===== src/rtl/dmr_pkg.sv =====
package dmr_pkg;
    localparam int MR_W   = 16;
    localparam int NUM_MR = 4;
    localparam int SEL_W  = $clog2(NUM_MR);

    // bit positions the decoders depend on
    localparam int B_DLL_DIS  = 0;
    localparam int B_DRV_LO   = 1;
    localparam int B_AL_LO    = 3;
    localparam int B_AL_HI    = 4;
    localparam int B_DRV_HI   = 5;
    localparam int B_WLVL     = 7;
    localparam int B_TDQS     = 11;
    localparam int B_QOFF     = 12;
    localparam int B_DLL_RST  = 8;

    localparam logic [MR_W-1:0] MR1_RSVD =
        MR_W'((1 << 8) | (1 << 10) | (1 << 13) | (1 << 14) | (1 << 15));

    typedef enum logic [1:0] {
        DLL_OFF  = 2'd0,
        DLL_LOCK = 2'd1,
        DLL_RUN  = 2'd2,
        DLL_SR   = 2'd3
    } dll_state_t;
endpackage


===== src/rtl/dmr_regfile.sv =====
module dmr_regfile
    import dmr_pkg::*;
(
    input  logic             clk,
    input  logic             rst_n,
    input  logic             wr_en,
    input  logic [SEL_W-1:0] wr_sel,
    input  logic [MR_W-1:0]  wr_data,
    input  logic [SEL_W-1:0] rd_sel,
    output logic [MR_W-1:0]  rd_data,
    output logic [MR_W-1:0]  mr0_q,
    output logic [MR_W-1:0]  mr1_q,
    output logic             err_q
);
    logic [MR_W-1:0] regs [NUM_MR];
    logic            mr1_bad;

    assign mr1_bad = (|(wr_data & MR1_RSVD)) || (wr_data[B_AL_HI:B_AL_LO] == 2'b11);

    for (genvar g = 0; g < NUM_MR; g++) begin : g_reg
        logic [MR_W-1:0] q;
        logic            hit;
        if (g == 1) begin : g_checked
            assign hit = wr_en && (wr_sel == SEL_W'(g)) && !mr1_bad;
        end else begin : g_plain
            assign hit = wr_en && (wr_sel == SEL_W'(g));
        end
        if (g == 0) begin : g_selfclr
            always_ff @(posedge clk or negedge rst_n) begin
                if (!rst_n)             q <= '0;
                else if (hit)           q <= wr_data;
                else if (q[B_DLL_RST])  q[B_DLL_RST] <= 1'b0;
            end
        end else begin : g_hold
            always_ff @(posedge clk or negedge rst_n) begin
                if (!rst_n)   q <= '0;
                else if (hit) q <= wr_data;
            end
        end
        assign regs[g] = q;
    end

    always_ff @(posedge clk or negedge rst_n) begin
        if (!rst_n) err_q <= 1'b0;
        else        err_q <= wr_en && (wr_sel == SEL_W'(1)) && mr1_bad;
    end

    assign rd_data = regs[rd_sel];
    assign mr0_q   = regs[0];
    assign mr1_q   = regs[1];

    AST_MR0_SELFCLR: assert property (@(posedge clk) disable iff (!rst_n) (mr0_q[B_DLL_RST] && !(wr_en && wr_sel == '0 && wr_data[B_DLL_RST])) |=> !mr0_q[B_DLL_RST]);
    AST_MR1_REJECT_KEEP: assert property (@(posedge clk) disable iff (!rst_n) (wr_en && wr_sel == SEL_W'(1) && mr1_bad) |=> (mr1_q == $past(mr1_q)));
    AST_ERR_ONLY_MR1: assert property (@(posedge clk) disable iff (!rst_n) !(wr_en && wr_sel == SEL_W'(1)) |=> !err_q);
    AST_FULL_REPLACE: assert property (@(posedge clk) disable iff (!rst_n) (wr_en && wr_sel == SEL_W'(2)) |=> (rd_sel != SEL_W'(2) || rd_data == $past(wr_data)));
endmodule


===== src/rtl/dmr_dll_fsm.sv =====
module dmr_dll_fsm
    import dmr_pkg::*;
#(
    parameter int LOCK_CYC = 8
) (
    input  logic clk,
    input  logic rst_n,
    input  logic dll_en_cfg,
    input  logic rst_req,
    input  logic sr_enter,
    input  logic sr_exit,
    output logic dll_on,
    output logic dll_locking
);
    localparam int CNT_W = (LOCK_CYC > 2) ? $clog2(LOCK_CYC) : 1;
    localparam logic [CNT_W-1:0] CNT_LAST = CNT_W'(LOCK_CYC - 1);

    dll_state_t       state_q, state_n;
    logic [CNT_W-1:0] cnt_q;

    always_ff @(posedge clk or negedge rst_n) begin
        if (!rst_n) begin
            state_q <= DLL_OFF;
            cnt_q   <= '0;
        end else begin
            state_q <= state_n;
            cnt_q   <= (state_q == DLL_LOCK && state_n == DLL_LOCK) ? cnt_q + 1'b1 : '0;
        end
    end

    always_comb begin
        state_n = state_q;
        unique case (state_q)
            DLL_OFF: begin
                if (rst_req && dll_en_cfg) state_n = DLL_LOCK;
            end
            DLL_LOCK: begin
                if (sr_enter)               state_n = DLL_SR;
                else if (!dll_en_cfg)       state_n = DLL_OFF;
                else if (cnt_q == CNT_LAST) state_n = DLL_RUN;
            end
            DLL_RUN: begin
                if (sr_enter)         state_n = DLL_SR;
                else if (!dll_en_cfg) state_n = DLL_OFF;
                else if (rst_req)     state_n = DLL_LOCK;
            end
            DLL_SR: begin
                if (sr_exit) state_n = DLL_LOCK;
            end
            default: state_n = DLL_OFF;
        endcase
    end

    always_comb begin
        dll_on      = 1'b0;
        dll_locking = 1'b0;
        unique case (state_q)
            DLL_RUN:  dll_on      = 1'b1;
            DLL_LOCK: dll_locking = 1'b1;
            default: ;
        endcase
    end

    AST_SR_PARKS: assert property (@(posedge clk) disable iff (!rst_n) (state_q == DLL_RUN && sr_enter) |=> (state_q == DLL_SR));
    AST_SR_STAYS: assert property (@(posedge clk) disable iff (!rst_n) (state_q == DLL_SR && !sr_exit) |=> !dll_on && !dll_locking);
    AST_CFG_DISABLE: assert property (@(posedge clk) disable iff (!rst_n) (state_q == DLL_RUN && !dll_en_cfg && !sr_enter) |=> (state_q == DLL_OFF));
    AST_LOCK_HOLD: assert property (@(posedge clk) disable iff (!rst_n) (state_q == DLL_LOCK && cnt_q != CNT_LAST && dll_en_cfg && !sr_enter) |=> dll_locking);
    AST_OFF_STAYS: assert property (@(posedge clk) disable iff (!rst_n) (state_q == DLL_OFF && !dll_en_cfg) |=> (state_q == DLL_OFF));
    AST_SR_BEATS_RST: assert property (@(posedge clk) disable iff (!rst_n) (state_q == DLL_RUN && sr_enter && rst_req) |=> !dll_locking);
endmodule


===== src/rtl/dram_mode_regs.sv =====
module dram_mode_regs
    import dmr_pkg::*;
#(
    parameter int LOCK_CYC = 8
) (
    input  logic        clk,
    input  logic        rst_n,
    input  logic        mrs_valid,
    input  logic [1:0]  mrs_bank,
    input  logic [15:0] mrs_addr,
    input  logic        sr_enter,
    input  logic        sr_exit,
    input  logic [1:0]  rd_bank,
    output logic [15:0] rd_data,
    output logic        out_en,
    output logic        tdqs_en,
    output logic        dm_en,
    output logic        wlvl_en,
    output logic [1:0]  al_sel,
    output logic [1:0]  drv_sel,
    output logic        dll_on,
    output logic        dll_locking,
    output logic        mrs_err
);
    logic [MR_W-1:0] mr0_q, mr1_q;

    dmr_regfile u_regs (
        .clk     (clk),
        .rst_n   (rst_n),
        .wr_en   (mrs_valid),
        .wr_sel  (mrs_bank),
        .wr_data (mrs_addr),
        .rd_sel  (rd_bank),
        .rd_data (rd_data),
        .mr0_q   (mr0_q),
        .mr1_q   (mr1_q),
        .err_q   (mrs_err)
    );

    dmr_dll_fsm #(.LOCK_CYC(LOCK_CYC)) u_dll (
        .clk         (clk),
        .rst_n       (rst_n),
        .dll_en_cfg  (!mr1_q[B_DLL_DIS]),
        .rst_req     (mr0_q[B_DLL_RST]),
        .sr_enter    (sr_enter),
        .sr_exit     (sr_exit),
        .dll_on      (dll_on),
        .dll_locking (dll_locking)
    );

    always_comb begin
        out_en  = !mr1_q[B_QOFF];
        tdqs_en = mr1_q[B_TDQS];
        dm_en   = !mr1_q[B_TDQS];
        wlvl_en = mr1_q[B_WLVL];
        al_sel  = mr1_q[B_AL_HI:B_AL_LO];
        drv_sel = {mr1_q[B_DRV_HI], mr1_q[B_DRV_LO]};
    end

    AST_RESET_QUIET: assert property (@(posedge clk) disable iff (!rst_n) $rose(rst_n) |-> !dll_on && !mrs_err);
    AST_DLL_EXCL: assert property (@(posedge clk) disable iff (!rst_n) !(dll_on && dll_locking));
    AST_AL_LEGAL: assert property (@(posedge clk) disable iff (!rst_n) al_sel != 2'b11);
endmodule


===== config.mk =====
export PLATFORM = sky130hd
export DESIGN_NAME = dram_mode_regs
export DESIGN_NICKNAME = d
export VERILOG_FILES = /design/src/rtl/dmr_pkg.sv /design/src/rtl/dmr_regfile.sv /design/src/rtl/dmr_dll_fsm.sv /design/src/rtl/dram_mode_regs.sv
export SDC_FILE = /design/constraint.sdc
export NUM_CORES = 1
export LEC_CHECK = 0
export BUFFER_PORTS_ARGS = -buffer_cell sky130_fd_sc_hd__clkbuf_2
export CORE_MARGIN = 4
export CORE_UTILIZATION = 55
export DETAILED_ROUTE_END_ITERATION = 8
export PLACE_DENSITY = 0.82
export RECOVER_POWER = 50
export SLEW_MARGIN = 0
export SYNTH_ARGS = -nofsm -noshare
export SYNTH_HDL_FRONTEND = slang
export SYNTH_SLANG_ARGS = --single-unit
export TNS_END_PERCENT = 5

===== constraint.sdc =====
create_clock -name clk -period 2.1 [get_ports clk]
set_input_delay 0.21 -clock clk [delete_from_list [all_inputs] [get_ports clk]]
set_output_delay 0.21 -clock clk [all_outputs]
set_load 0.1 [all_outputs]

==> out/results.tsv <==
stage	metric	value	unit
yosys	synth_edf_count	0	
power_and_ir_drop	p_seq_share	42.6	%
critical_path	start_kind	register	
power_and_ir_drop	clkPwrFrac	24.1	%
yosys	syn-num-nets	219	
timing	whs	150	ps
routing	wirelength	5990	um
cts	cts_tree	yes	
cts	holdBufCountCts	1	
floorplan	ioPinCount	52	
final_layout	syn2layout_area_growth	22.0	%
critical_path	crit_fanout	6	
yosys	synth.distinct_cells	23	
critical_path	critical_path_arrival	1660	ps
timing	fin_skew	0.693	ps
grt	first_global_vias	1953	
timing	hold_viol_final	0	
timing	totalNegativeSetupSlack	0	ps
floorplan	core_area	5510	um^2
min_path	hold_path_end	u_regs.mr1_q[1]	
yosys	synth_area_leader_cell	dfrtp_1	
final_layout	drive_gt1_share	56.5	%
timing	fmax	534	MHz
yosys	avgSynthCellArea	16.2	um^2
cts	cts.path.max_buffers	2	
cts	clock-sinks	70	
routing	num_vias	1800	
routing	wl_met3	330	um
routing	via_per_inst	5.50	
status	status	complete, no violations	
floorplan	num_rows	27	
timing	finalSetupViolCount	0	
timing	worst_pin_slew	937	ps
cts	worstSkewPairLatency	330	ps
routing	drt_first_iter_violations	88	
min_path	hold_start	mrs_addr[1]	
cts	cts_setup_buffers	0	
yosys	async_reset_ff_share	100	%
final_layout	final_util	69.0	%
yosys	syn_area	3110	um^2
floorplan	fp.dieArea	6930	um^2
critical_path	r2r_cells	5	
routing	routed.top_layer	met4	
floorplan	fp.dieH	83.2	um
timing	fin_crit	1870	ps
critical_path	r2r_end	u_dll.cnt_q[0]	
power_and_ir_drop	combPwrFrac	33.3	%
power_and_ir_drop	vdd_drop_max	688	uV
routing	ant_nets	0	
yosys	synthTopCellsByArea	dfrtp_1 (56%), mux2_2 (19%), mux4_2 (12%)	
grt	grt_max_degree	71	
power_and_ir_drop	internal_power	2.52	mW
final_layout	antenna_cells	0	
job	maxCapViolCount	0	
timing	rsz0062_at_grt	no	
min_path	worstHoldPathType	in2reg	
placement	dp.final_hpwl	4080	um
floorplan	die_x	83.2	um
cts	cts_resized	0	
routing	met1_length	2700	um
routing	first_pass_iters	4	
timing	fin_crit_sh	89.1	%
critical_path	worst_ep_required_time	1890	ps
final_layout	fin_cells	327	
yosys	synthTopCellsByCount	dfrtp_1 (70), mux2_2 (53), mux4_2 (16), and2_1 (8)	
critical_path	r2r_slack	820	ps
cts	cts-root-buf	clkbuf_8	
grt	antenna_found_initial	0	
yosys	ys_seq_area_share	56.3	%
placement	gp_congestion	0.708	
critical_path	crit_type	reg2out	
final_layout	fillerInstances	380	
cts	clk_pin_slew	70	ps
cts	htreeDepth	3	
yosys	synth_ff_type	dfrtp_1	
yosys	syn_inst	192	
timing	slew_headroom	37.5	%
placement	dp_cells	311	
grt	grt_overflow_total	0	
power_and_ir_drop	switching_power	1.37	mW
final_layout	multi_input_area	1260	um^2
routing	wire_per_inst	18.3	um
floorplan	start_util	56.5	%
yosys	yosysTopAreaCellShare	56.3	%
grt	grt_pass1_wl	10300	um
routing	route.met2.wl	2890	um
critical_path	reg2reg_from	u_dll.cnt_q[0]	
yosys	yosysWarnings	0	
power_and_ir_drop	p_sw_share	35.2	%
yosys	synth.most_common_cell	dfrtp_1	
power_and_ir_drop	pwr_density_cell	1020	nW/um^2
yosys	ys_seq_elements	70	
placement	port_buffers	51	
routing	drc	0	
grt	grtUsageTotal	19.3	%
min_path	holdPathStages	2	
timing	maxSlewViolCount	0	
cts	cts_buffers	9	
power_and_ir_drop	power.leakage	1.77	nW
final_layout	regArea	1750	um^2
final_layout	finalNetCount	278	
critical_path	end_kind	output pin	
[power by group through the flow]
stage                     registers [mW]  logic [mW]  clock network, mW
after floorplan                     1.66       0.943                  0
after global placement              1.67        1.29                  0
after detailed placement            1.68        1.31                  0
after CTS                           1.66        1.32              0.974
after global routing                1.68        1.36               1.04
final                               1.66        1.30              0.938
[area by class of cell]
type | instances | share of cell area, %
clock inverters | 1 | 0.132
flip-flops and latches | 70 | 46.1
well taps | 72 | 2.37
inverters | 2 | 0.198
clock buffers | 14 | 4.28
multi-input cells | 108 | 33.3
repair buffers | 60 | 13.6
[flip-flops by register name, summed over array words and instances, names as in the netlist]
| register | flops |
|---|---|
| u_regs.g.q | 32 |
| u_regs.mr0_q | 16 |
| u_regs.mr1_q | 16 |
| u_dll.cnt_q | 3 |
| u_dll.state_q | 2 |
| u_regs.err_q | 1 |
[layer usage]
layer	global-route usage, %	vias to the layer above
met3	7.64	8
met5	0	-
met1	26.9	927
li1	-	821
met2	28.7	44
met4	4.46	0
[worst max path at each step]
| stage | from | to | slack (ps) | cells past startpoint |
|---|---|---|---|---|
| floorplan | u_dll.state_q[0] | dll_on | 140 | 1 |
| global placement | rd_bank[0] | rd_data[6] | 380 | 4 |
| CTS | u_regs.mr1_q[0] | rd_data[0] | 200 | 2 |
| detailed placement | rd_bank[0] | rd_data[2] | 380 | 3 |
| global route | u_regs.mr1_q[0] | rd_data[0] | 160 | 2 |
| finish | u_regs.mr1_q[0] | rd_data[0] | 230 | 2 |
[logic make-up after synthesis]
family                   synth area share, %
buffers and inverters                   2.73
multiplexers                            33.2
AND/OR/NAND/NOR                         5.95
AO/OA/AOI/OAI                           1.09
flip-flops                              56.3
adder cells (fa/ha/maj)                0.804
[worst max-delay path, cell delays in order (launching register included)]
cell	delay, ps
dfrtp_1	440
mux4_2	500
clkbuf_2	390
[metrics by stage]
step / total power [mW] / setup WS, ps / cell area (um^2)
after floorplan: 2.61 / 136 / 3120
after global placement: 2.96 / 379 / 3660
after detailed placement: 2.99 / 378 / 3660
after CTS: 3.95 / 205 / 3840
after global routing: 4.08 / 156 / 3800
final: 3.89 / 228 / 3800
[placed cells by master (no fill, tap or decap), drive strengths merged]
cell type	synthesis	routed
dfrtp	70	70
mux2	58	58
clkbuf	1	56
buf	11	17
mux4	16	16
and2	8	8
nor2b	4	4
nor2	3	3
nand2	3	3
o21ai	3	3
nand3b	3	3
nand3	2	2
a21oi	2	2
inv	2	2
ha	2	2
o311ai	1	1
and3b	1	1
nor4	1	1
nor3b	1	1
clkinv	0	1
dlygate4sd3	0	1
(Power assumes the default switching activity.)
